File: src/rtl/gpio_mux_port.sv
module gpio_mux_port #(
  parameter int PINS = 16,
  parameter int DW   = 32,
  parameter int AW   = 3
) (
  input  logic            clk,
  input  logic            rst_n,
  input  logic            bus_sel,
  input  logic            bus_we,
  input  logic [AW-1:0]   bus_addr,
  input  logic [DW/8-1:0] bus_be,
  input  logic [DW-1:0]   bus_wdata,
  output logic [DW-1:0]   bus_rdata,
  output logic            bus_rvalid,
  input  logic [PINS-1:0] pad_in,
  output logic [PINS-1:0] pad_out,
  output logic [PINS-1:0] pad_oe,
  input  logic [PINS-1:0] alt1_out,
  input  logic [PINS-1:0] alt1_oe,
  output logic [PINS-1:0] alt1_in,
  input  logic [PINS-1:0] alt2_out,
  input  logic [PINS-1:0] alt2_oe,
  output logic [PINS-1:0] alt2_in
);
  localparam int NREG = 5;

  logic [PINS-1:0] cfg_q [NREG];
  logic [PINS-1:0] wmask, sync1_q, sync2_q;
  logic [PINS-1:0] dat_q, dir_q, od_q, asg_q, opt_q;
  logic [PINS-1:0] gpio_out, sel_val, sel_en, drv_val, drv_en, rd_data;
  logic [PINS-1:0] rd_val;
  logic            unused_hi;

  assign unused_hi = ^{bus_wdata, bus_be};

  always_comb
    for (int i = 0; i < PINS; i++) wmask[i] = bus_be[i/8];

  always_ff @(posedge clk or negedge rst_n)
    if (!rst_n) begin
      for (int r = 0; r < NREG; r++) cfg_q[r] <= '0;
    end else if (bus_sel && bus_we) begin
      for (int r = 0; r < NREG; r++)
        if (bus_addr == AW'(r))
          cfg_q[r] <= (cfg_q[r] & ~wmask) | (bus_wdata[PINS-1:0] & wmask);
    end

  assign dat_q = cfg_q[0];
  assign dir_q = cfg_q[1];
  assign od_q  = cfg_q[2];
  assign asg_q = cfg_q[3];
  assign opt_q = cfg_q[4];

  always_ff @(posedge clk or negedge rst_n)
    if (!rst_n) begin
      sync1_q <= '0;
      sync2_q <= '0;
    end else begin
      sync1_q <= pad_in;
      sync2_q <= sync1_q;
    end

  assign alt1_in = sync2_q;
  assign alt2_in = sync2_q;

  assign gpio_out = ~asg_q & dir_q;
  assign sel_val  = (opt_q & alt2_out) | (~opt_q & alt1_out);
  assign sel_en   = (opt_q & alt2_oe)  | (~opt_q & alt1_oe);
  assign drv_val  = (asg_q & sel_val) | (~asg_q & dat_q);
  assign drv_en   = (asg_q & (dir_q | sel_en)) | gpio_out;
  assign pad_out  = drv_val & ~od_q;
  assign pad_oe   = drv_en & (~od_q | ~drv_val);
  assign rd_data  = (gpio_out & dat_q) | (~gpio_out & sync2_q);

  always_comb
    case (bus_addr)
      AW'(0):  rd_val = rd_data;
      AW'(1):  rd_val = dir_q;
      AW'(2):  rd_val = od_q;
      AW'(3):  rd_val = asg_q;
      AW'(4):  rd_val = opt_q;
      default: rd_val = '0;
    endcase

  always_ff @(posedge clk or negedge rst_n)
    if (!rst_n) begin
      bus_rvalid <= 1'b0;
      bus_rdata  <= '0;
    end else begin
      bus_rvalid <= bus_sel && !bus_we;
      if (bus_sel && !bus_we) bus_rdata <= DW'(rd_val);
    end

  p_od_low_only_r6: assert property (@(posedge clk) disable iff (!rst_n)
    (od_q & pad_oe & pad_out) == '0);
  p_gpio_in_float_r5: assert property (@(posedge clk) disable iff (!rst_n)
    (~asg_q & ~dir_q & pad_oe) == '0);
  p_gpio_pp_drive_r4: assert property (@(posedge clk) disable iff (!rst_n)
    (~asg_q & dir_q & ~od_q & ~pad_oe) == '0);
  p_periph_force_r9: assert property (@(posedge clk) disable iff (!rst_n)
    (asg_q & dir_q & ~od_q & ~pad_oe) == '0);
  p_read_latency_r2: assert property (@(posedge clk) disable iff (!rst_n)
    (bus_sel && !bus_we) |=> bus_rvalid);
  p_write_quiet_r2: assert property (@(posedge clk) disable iff (!rst_n)
    (bus_sel && bus_we) |=> !bus_rvalid);
  p_sync_hold_r10: assert property (@(posedge clk) disable iff (!rst_n)
    $stable(sync1_q) |=> $stable(alt1_in));
endmodule

File: config.mk
export PLATFORM = sky130hd
export DESIGN_NAME = gpio_mux_port
export DESIGN_NICKNAME = d
export VERILOG_FILES = /design/src/rtl/gpio_mux_port.sv
export SDC_FILE = /design/constraint.sdc
export NUM_CORES = 1
export LEC_CHECK = 0
export BUFFER_PORTS_ARGS = -buffer_cell sky130_fd_sc_hd__buf_2
export CAP_MARGIN = 20
export CORE_MARGIN = 10
export CORE_UTILIZATION = 55
export DETAILED_ROUTE_END_ITERATION = 7
export GPL_TIMING_DRIVEN = 0
export PLACE_DENSITY_LB_ADDON = 0.1
export SLEW_MARGIN = 20
export SYNTH_ARGS = -nofsm -noshare
export SYNTH_HDL_FRONTEND = slang
export SYNTH_SLANG_ARGS = --single-unit
File: constraint.sdc
create_clock -name clk -period 3.45 [get_ports clk]
set_clock_uncertainty 0.05 [all_clocks]
set_input_delay 0.345 -clock clk [delete_from_list [all_inputs] [get_ports clk]]
set_output_delay 0.345 -clock clk [all_outputs]
set_load 0.01 [all_outputs]
=== Word-level counts from Yosys, hierarchy flattened ===
Index checks and enable logic that the tools add are counted.

* Bits in registers: 129
* Output and inout bits: 97

* Equality and inequality tests: 4
* Multiplexer cells: 1
* Bitwise logic cells: 36
* Reductions and logical operators: 9

{| class="wikitable"
|+ Operator list
! kind !! number
|-
| AND 16 bit || 18
|-
| bitwise OR 16 bit || 12
|-
| inverter 16 bit || 6
|-
| case mux 16 bit (5 select lines) || 1
|-
| AND reduction 2 bit || 5
|-
| == test 3 x 2 -> 1 bit, second input constant || 2
|-
| == test 3 x 1 -> 1 bit, second input constant || 1
|-
| == test 3 bit, second input constant || 1
|-
| zero test 3 bit || 1
|-
| logical AND 1 bit || 2
|-
| zero test 1 bit || 1
|}

=== Logic depth before layout (Yosys ltp) ===
* Depth after elaboration: 8
* Mapped depth: 6
* Depth with buffers taken out: 4

=== Worst setup path after synthesis ===
Ideal clock, no wire load.

* Kind: input-to-reg
* Start: input port bus_addr[0]
* End: register with a tool-made name
* Arrival time: 1.515 ns
* Slack: 1.761 ns
* Cell stages on the path: 6
* Buffers on the path: 2
* Path through: buf_4 -> inv_4 -> or2_2 -> buf_2 -> nor2_8 -> mux2_2

{| class="wikitable"
|+ RTL lines
! item !! RTL line !! text
|-
| from (decl) || 10 || <nowiki>input logic [AW-1:0] bus_addr,</nowiki>
|}

==> flow_summary.toml <==
[pwr]
ir_worst_vdd_uv = 401
total_power_mw = 4.60
p_leak_nw = 4.05
power_density_nw_per_um2 = 547

[final_layout]
drive_gt1_frac = 0.464
stdcell_count = 940
final_util = 0.726
area_growth_pct = 28.1
final_common_cell = "buf_2"
finalNetCount = 913
layout_common_cells = "buf_2, dfrtp_1, mux2_2, a21oi_1, buf_4"
n_antenna_cell = 0
final_cell_area_um2 = 8400

[job]
max_cap_violations = 0

[synthesis]
synth_cells = 554
yosys_warnings = 0
synth_cell_types = 41
synth_edf_count = 0
syn-cell-area_um2 = 6560
synth_area_per_cell_um2 = 11.8
async_reset_ff_frac = 1.00
synth_ff_type = "dfrtp_1"
yosysSeqAreaShare = 0.492
ys_ff_latch = 129

[routing]
firstDrtPassIters = 5
via_count = 5283
ant_nets = 0
drc = 0
vias_per_cell = 5.62
wl_per_cell_um = 20.4
drtIter0Drc = 394
wirelength_um = 19200

[clock_network]
max-clock-path-buffers = 2
cts.sinks = 129
cts_tree = "yes"
cts_setup_buffers = 0
clockRootBuffer = "clkbuf_16"
path_clk_slew_ns = 0.06
cts_htree_levels = 4
cts_inserted_buffers = 17
clock_latency_ns = 0.42

[sta]
fmax_mhz = 488
setup_tns_ns = 0
fin_crit_sh = 0.594
fin_crit_ns = 2.05
setup_viol = 0
worst_pin_slew_ns = 0.866
fin_ws_ns = 1.40
slew_violations = 0
hold_violations = 0
hold_slack_ns = 0.165
rsz0062_at_grt = "false"
relSlewSlack = 0.419

[place]
placed_cells = 897
dpl.hpwl_um = 13700
routabilityCongestion = 0.808
io_buffers = 184
dp_slack_ns = 1.36
placed_area_um2 = 7750

[floorplan]
io_pins = 220
core_region_area_um2 = 11600
die-height_um = 129
start_util = 0.567
die_area_um2 = 16700
rows = 39
die_w_um = 129

[worst_setup_path]
crit_required_ns = 3.05
r2r_cells = 4
endpoint_kind = "output pin"
path_class = "register to output pin"
cp_max_fo = 5
cp-start-kind = "register"
r2r_slack_ns = 1.90
crit_arrival_ns = 1.65

[global_route]
grt_pass1_vias = 5614
antenna_found_initial = 0
grt_pass1_wl_um = 29400
gr-total-overflow = 0
grt_usage = 0.226
grt_start_max_net_pins = 76

[min_path]
hold_depth = 2
hp-class = "input pin to register"
min_from = "bus_wdata[13]"

[status]
status = "finished clean"
[final timing paths]
path	endpoint
worst max-delay path	pad_oe[7]
max in group asynchronous	alt1_in[8]$_DFF_PN0_
worst min-delay path	register
min in group asynchronous	sync1_q[0]$_DFF_PN0_
worst max register to register	bus_rdata[5]$_DFFE_PN0P_
worst min register to register	alt1_in[9]$_DFF_PN0_
[cell type report]
cell class                 instances  area, um2
tap                              143        179
fill                             837       3160
sequential                       129       3230
clock buffer                      24        472
clock inverter                     2       10.0
buffer                            52        332
multi-input combinational        380       3020
inverter                           8       32.5
timing repair buffer             202       1120
[worst max-delay path, stage by stage, from the launching register on]
cell	delay (ns)
dfrtp_1	0.43
mux2_2	0.37
a21oi_1	0.22
a21oi_1	0.06
buf_2	0.15
[kinds of logic after synthesis]
logic type / Yosys count / share of synthesized area
DFF: 129 / 0.492
buffers and inverters: 60 / 0.0555
other: 1 / 0.000572
AOI/OAI and AO/OA: 134 / 0.133
muxes: 125 / 0.211
and+or+nand+nor: 105 / 0.108
[report_power, final]
part | internal, mW | switching (mW) | total (mW)
logic | 0.574 | 0.510 | 1.08
registers | 1.74 | 0.246 | 1.99
clock network | 0.926 | 0.598 | 1.52
[cells in the mapped netlist, types with 2 or more instances]
cell type | number | share of area
dfrtp_1 | 129 | 0.49
o31ai_1 | 9 | 0.010
nor3_4 | 4 | 0.0099
nor2_1 | 14 | 0.0080
a21boi_0 | 10 | 0.011
o2111ai_1 | 4 | 0.0053
o22a_1 | 4 | 0.0053
a21oi_1 | 58 | 0.044
mux2_2 | 105 | 0.18
nand2_1 | 26 | 0.015
a31oi_1 | 9 | 0.0086
nand3_4 | 2 | 0.0053
nor4_4 | 2 | 0.0065
nor2b_1 | 23 | 0.022
o211ai_1 | 4 | 0.0046
buf_2 | 10 | 0.0076
inv_1 | 7 | 0.0040
a221oi_1 | 10 | 0.013
o21bai_1 | 4 | 0.0046
mux2i_1 | 20 | 0.031
a22o_1 | 11 | 0.015
nand3b_1 | 9 | 0.010
nand2b_1 | 16 | 0.015
nor2_8 | 2 | 0.0061
clkbuf_1 | 8 | 0.0046
nor2_4 | 2 | 0.0034
buf_4 | 33 | 0.038
o21ai_0 | 6 | 0.0046
[metal layers]
| metal | routed length, um | GRT usage |
|---|---|---|
| met5 | 0 | 0 |
| met4 | 419 | 0.0870 |
| met3 | 1770 | 0.0816 |
| met2 | 9240 | 0.377 |
| met1 | 7720 | 0.260 |
[timing repair]
item / CTS / global route
hold buffers: 17 / 0
hold endpoints to repair: 70 / 0
gates resized for setup: 0 / 0
No activity file was read; power rests on OpenSTA's default activity.
